`src/rtl/bsm_pkg.sv`:
```
package bsm_pkg;

  typedef enum logic [2:0] {
    ST_IDLE,
    ST_PART,
    ST_FIXB,
    ST_FIXA,
    ST_FIN
  } bsmState_t;

  // strobes from control to datapath
  typedef struct packed {
    logic       load;     // capture operands, clear accumulator
    logic       addPart;  // add selected partial product
    logic [1:0] partSel;  // 0: lo*lo, 1: hi*hi, 2: lo*hiB, 3: hiA*lo
    logic       subA;     // subtract operand A from upper half
    logic       subB;     // subtract operand B from upper half
  } bsmCtl_t;

endpackage

```
`src/rtl/bsm_core.sv`:
```
// Combinational unsigned WxW multiplier, built as a shift-add array.
module bsm_core #(
  parameter int W = 8
) (
  input  logic [W-1:0]   a,
  input  logic [W-1:0]   b,
  output logic [2*W-1:0] p
);
  localparam int PW = 2 * W;

  logic [PW-1:0] rowTerm [W];
  logic [PW-1:0] runSum  [W+1];

  assign runSum[0] = '0;

  for (genvar i = 0; i < W; i++) begin : g_row
    assign rowTerm[i]  = b[i] ? ({{W{1'b0}}, a} << i) : '0;
    assign runSum[i+1] = runSum[i] + rowTerm[i];
  end

  assign p = runSum[W];
endmodule

```
`src/rtl/bsm_datapath.sv`:
```
module bsm_datapath
  import bsm_pkg::*;
#(
  parameter int OP_W = 16
) (
  input  logic              clk,
  input  logic              rstN,
  input  bsmCtl_t           ctl,
  input  logic              signedMode,
  input  logic [OP_W-1:0]   opA,
  input  logic [OP_W-1:0]   opB,
  output logic              negA,
  output logic              negB,
  output logic [2*OP_W-1:0] product
);
  localparam int HALF  = OP_W / 2;
  localparam int RES_W = 2 * OP_W;
  localparam int NBYTE = RES_W / 8;

  logic [OP_W-1:0]        aReg, bReg;
  logic                   sgnReg;
  logic [NBYTE-1:0][7:0]  accBytes;
  logic [HALF-1:0]        coreA, coreB;
  logic [OP_W-1:0]        coreP;
  logic [RES_W-1:0]       addend;
  logic                   doSub;
  logic [RES_W-1:0]       accNext;

  bsm_core #(.W(HALF)) u_core (.a(coreA), .b(coreB), .p(coreP));

  always_comb begin
    coreA = aReg[HALF-1:0];
    coreB = bReg[HALF-1:0];
    unique case (ctl.partSel)
      2'd0: begin coreA = aReg[HALF-1:0];    coreB = bReg[HALF-1:0];    end
      2'd1: begin coreA = aReg[OP_W-1:HALF]; coreB = bReg[OP_W-1:HALF]; end
      2'd2: begin coreA = aReg[HALF-1:0];    coreB = bReg[OP_W-1:HALF]; end
      default: begin coreA = aReg[OP_W-1:HALF]; coreB = bReg[HALF-1:0]; end
    endcase
  end

  always_comb begin
    addend = '0;
    doSub  = 1'b0;
    if (ctl.addPart) begin
      unique case (ctl.partSel)
        2'd0:    addend = {{OP_W{1'b0}}, coreP};
        2'd1:    addend = {coreP, {OP_W{1'b0}}};
        default: addend = {{HALF{1'b0}}, coreP, {HALF{1'b0}}};
      endcase
    end else if (ctl.subA) begin
      addend = {aReg, {OP_W{1'b0}}};
      doSub  = 1'b1;
    end else if (ctl.subB) begin
      addend = {bReg, {OP_W{1'b0}}};
      doSub  = 1'b1;
    end
    accNext = doSub ? (accBytes - addend) : (accBytes + addend);
  end

  always_ff @(posedge clk or negedge rstN) begin
    if (!rstN) begin
      aReg     <= '0;
      bReg     <= '0;
      sgnReg   <= 1'b0;
      accBytes <= '0;
    end else if (ctl.load) begin
      aReg     <= opA;
      bReg     <= opB;
      sgnReg   <= signedMode;
      accBytes <= '0;
    end else if (ctl.addPart || ctl.subA || ctl.subB) begin
      accBytes <= accNext;
    end
  end

  assign negA    = sgnReg & aReg[OP_W-1];
  assign negB    = sgnReg & bReg[OP_W-1];
  assign product = accBytes;
endmodule

```
`src/rtl/bsm_control.sv`:
```
module bsm_control
  import bsm_pkg::*;
#(
  parameter int PARTS = 4
) (
  input  logic    clk,
  input  logic    rstN,
  input  logic    startIn,
  input  logic    negA,
  input  logic    negB,
  output bsmCtl_t ctl,
  output logic    busy,
  output logic    done
);
  localparam int IDX_W = $clog2(PARTS);

  bsmState_t       state, stateNext;
  logic [IDX_W-1:0] partIdx;

  always_comb begin
    stateNext = state;
    unique case (state)
      ST_IDLE: if (startIn) stateNext = ST_PART;
      ST_PART: if (partIdx == IDX_W'(PARTS - 1))
                 stateNext = negB ? ST_FIXB : (negA ? ST_FIXA : ST_FIN);
      ST_FIXB: stateNext = negA ? ST_FIXA : ST_FIN;
      ST_FIXA: stateNext = ST_FIN;
      ST_FIN:  stateNext = ST_IDLE;
      default: stateNext = ST_IDLE;
    endcase
  end

  always_ff @(posedge clk or negedge rstN) begin
    if (!rstN) begin
      state   <= ST_IDLE;
      partIdx <= '0;
    end else begin
      state <= stateNext;
      if (state == ST_PART) partIdx <= partIdx + 1'b1;
      else                  partIdx <= '0;
    end
  end

  always_comb begin
    ctl         = '0;
    ctl.load    = (state == ST_IDLE) && startIn;
    ctl.addPart = (state == ST_PART);
    ctl.partSel = 2'(partIdx);
    ctl.subA    = (state == ST_FIXB);  // B negative: remove A from top half
    ctl.subB    = (state == ST_FIXA);  // A negative: remove B from top half
  end

  assign busy = (state != ST_IDLE);
  assign done = (state == ST_FIN);
endmodule

```
`src/rtl/byte_serial_mul.sv`:
```
module byte_serial_mul
  import bsm_pkg::*;
#(
  parameter int OP_W = 16
) (
  input  logic              clk,
  input  logic              rstN,
  input  logic              startIn,
  input  logic              signedMode,
  input  logic [OP_W-1:0]   opA,
  input  logic [OP_W-1:0]   opB,
  output logic              busy,
  output logic              done,
  output logic [2*OP_W-1:0] product
);
  localparam int PARTS = 4;

  bsmCtl_t ctl;
  logic    negA, negB;

  bsm_control #(.PARTS(PARTS)) u_ctl (
    .clk(clk), .rstN(rstN), .startIn(startIn),
    .negA(negA), .negB(negB), .ctl(ctl), .busy(busy), .done(done)
  );

  bsm_datapath #(.OP_W(OP_W)) u_dp (
    .clk(clk), .rstN(rstN), .ctl(ctl), .signedMode(signedMode),
    .opA(opA), .opB(opB), .negA(negA), .negB(negB), .product(product)
  );
endmodule

```
`config.mk`:
```
export PLATFORM = sky130hd
export DESIGN_NAME = byte_serial_mul
export DESIGN_NICKNAME = d
export VERILOG_FILES = /design/src/rtl/bsm_pkg.sv /design/src/rtl/bsm_core.sv /design/src/rtl/bsm_datapath.sv /design/src/rtl/bsm_control.sv /design/src/rtl/byte_serial_mul.sv
export SDC_FILE = /design/constraint.sdc
export NUM_CORES = 1
export LEC_CHECK = 0
export ABC_AREA = 1
export BUFFER_PORTS_ARGS = -buffer_cell sky130_fd_sc_hd__clkbuf_2
export CAP_MARGIN = 20
export CORE_AREA = 2 2 147 149
export CTS_CLUSTER_DIAMETER = 30
export DETAILED_ROUTE_END_ITERATION = 8
export DIE_AREA = 0 0 149 151
export HOLD_SLACK_MARGIN = 0.05
export PLACE_DENSITY = 0.54
export SETUP_SLACK_MARGIN = 0.15
export SYNTH_ARGS = -nofsm -noshare
export SYNTH_HDL_FRONTEND = slang
export SYNTH_HIERARCHICAL = 1
export SYNTH_SLANG_ARGS = --single-unit
export TNS_END_PERCENT = 50
```
`constraint.sdc`:
```
create_clock -name clk -period 13.45 [get_ports clk]
set_input_delay 0.6725 -clock clk [delete_from_list [all_inputs] [get_ports clk]]
set_output_delay 0.6725 -clock clk [all_outputs]
set_load 0.03 [all_outputs]
```
==> run metrics <==
First-pass DRT Iterations=5; Reg clk slew, reported paths=70 ps; DRT Wirelength=24000 um; top-level port count=70; top post-synthesis cells by area=dfrtp_1, nand2_1, ha_1; clock sinks=70; Distinct cells, synth=47; number of diodes=0; worst-case clock buffer depth=2; CTS buffer count=9; register area share after synthesis=0.212; Yosys reg bits=70; setup bufs post-CTS=0; synthesized area=0.00824 sq mm; Synth async-reset ratio=1.00; Die Y=151 um; min Tclk post-route=9060 ps; Initial DRC Count=399; Non-Filler Instances=1616; ys flop type=dfrtp_1; CTS root buffer=clkbuf_16; Syn-to-layout area delta=12.3%; # DRC=0; count leader, synth=nand2_1; Overflow after GRT=0; gr usage total=0.226; PostCTS Resize Cnt=0; Synth top area share=0.212; post-synth net total=1409; Final Max Tran Viols=0; top sig layer=met4; # Max-Cap Violations=0; placed insts=1596; fmax=0.110 GHz; critical path class=register to register; Nets=1472; Worst-Skew Late Latency=360 ps; syn_area_per_cell=6.48 sq um; # port buffers=69; HPWL after DPL=19800 um; Placer Congestion=0.925; layout cells sized above 1=0.113; r2r startpoint=u_ctl/partIdx[0]; met1 wire length=11000 um; Hold Violations, Final=0; hold crit path type=input port to asynchronous set/reset pin; Crit. Startpoint=u_ctl/partIdx[0]; metal3 WL=952 um; Final Cycle Share=0.674; vias=8066; number of cell rows=53; most frequent CP cell=nand2_1; Req. time, crit path=13680 ps; routed vias/inst=4.99; Met2 Wirelength=11400 um; RSZ-0062 raised after global routing=false; initial antenna violation count=0; die width=149 um; largest net degree at the start of global routing=61; type of element capturing the critical path=register; run status=finished clean; setup violators final=0; vias in the first global route=7959; Yosys top cell by area=dfrtp_1; drt wl/cell=14.9 um; die area=0.0225 sq mm; Post-Route Setup TNS=0 ps; first-pass GRT wire length=40400 um; critical-path maximum fanout=16; number of fill cells=2277; number of synthesized flops with an enable pin=0; Crit path largest cell delay=730 ps; startpoint types=register; Mapped Cells=1273; Worst Tran Pin Value=926 ps; Synth Warn #=6; Antenna Violating Nets Remaining=0; CORE AREA=0.0208 sq mm; worst slew margin relative to its limit=0.380; Clock H-tree levels=3; CP max stage cell=nor2_1; Starting Density=0.396; clk_skew=16.5 ps; CTS tree=done; Post-synth top cells=nand2_1, inv_1, nor2_1, o21ai_0, a21oi_1; CP arrival=9300 ps; # hold bufs at CTS=0
==> path summary, 6_finish.rpt <==
path,end,slack [ps],cells past startpoint
max,u_dp/product[26],4390,39
min,u_dp/product[9],150,1
max reg2reg,u_dp/product[26],4390,39
min reg2reg,u_ctl/partIdx[0],490,1
max in group asynchronous,u_dp/bReg[10],12280,2
min in group clk,u_ctl/partIdx[0],490,1
==> cell families after synthesis <==
| family | Yosys count | share of synthesized area |
|---|---|---|
| simple gates | 644 | 0.323 |
| flops | 70 | 0.212 |
| fa+ha+maj | 100 | 0.184 |
| xor+xnor | 33 | 0.0351 |
| buf+inv | 204 | 0.0979 |
| compound gates | 222 | 0.148 |
==> worst max-delay path: cells and delay by family (launching register included) <==
family,cells,cell delay [ps]
AND/OR/NAND/NOR,17,2820
buffers and inverters,5,460
flip-flops,1,400
AO/OA/AOI/OAI,6,1250
adder cells (fa/ha/maj),9,3610
XOR/XNOR,2,390
==> area by class of cell <==
type | instances | area, sq um | area share
tap | 275 | 344 | 0.0372
clock inverter | 7 | 96.3 | 0.0104
inverter | 163 | 614 | 0.0664
timing repair buffer | 93 | 527 | 0.0569
sequential | 70 | 1750 | 0.189
multi-input combinational | 999 | 5700 | 0.616
clock buffer | 9 | 225 | 0.0243
==> per-stage QoR <==
stage                     setup slack, ps  hold slack (ps)  cell area, sq um  utilization
final                                4390              146              9260        0.445
after global routing                 3640              151              9260        0.445
after CTS                            4380              145              9230        0.443
after detailed placement             4380              487              8910        0.428
after global placement               4430              474              8900        0.427
after floorplan                      5790              377              8240            -
==> per-layer routing <==
layer  up-vias  GRT usage
met4         0     0.0724
met1      3661      0.297
li1       4188          -
met2       177      0.387
met5         -          0
met3        40     0.0301
==> cell usage in the layout (no fill, tap or decap), drive strengths merged, types with 4 or more instances in the layout <==
master	count
xor2	20
nand4	10
o21ai	102
a21boi	5
buf	23
clkbuf	79
ha	65
nor2	116
o22ai	4
o211ai	9
nor3	14
nand2	436
nand3	53
nand3b	7
dfrtp	70
a21o	8
clkinv	5
fa	35
inv	163
xnor2	13
a21oi	80
==> registers in the layout (all words and copies together) (netlist names) <==
signal         flops
u_ctl/state        3
u_dp/sgnReg        1
u_dp/aReg         16
u_dp/product      32
u_ctl/partIdx      2
u_dp/bReg         16
Power is not shown: default switching activity piles up to over one toggle a cycle in this logic, so the estimate is an artifact.
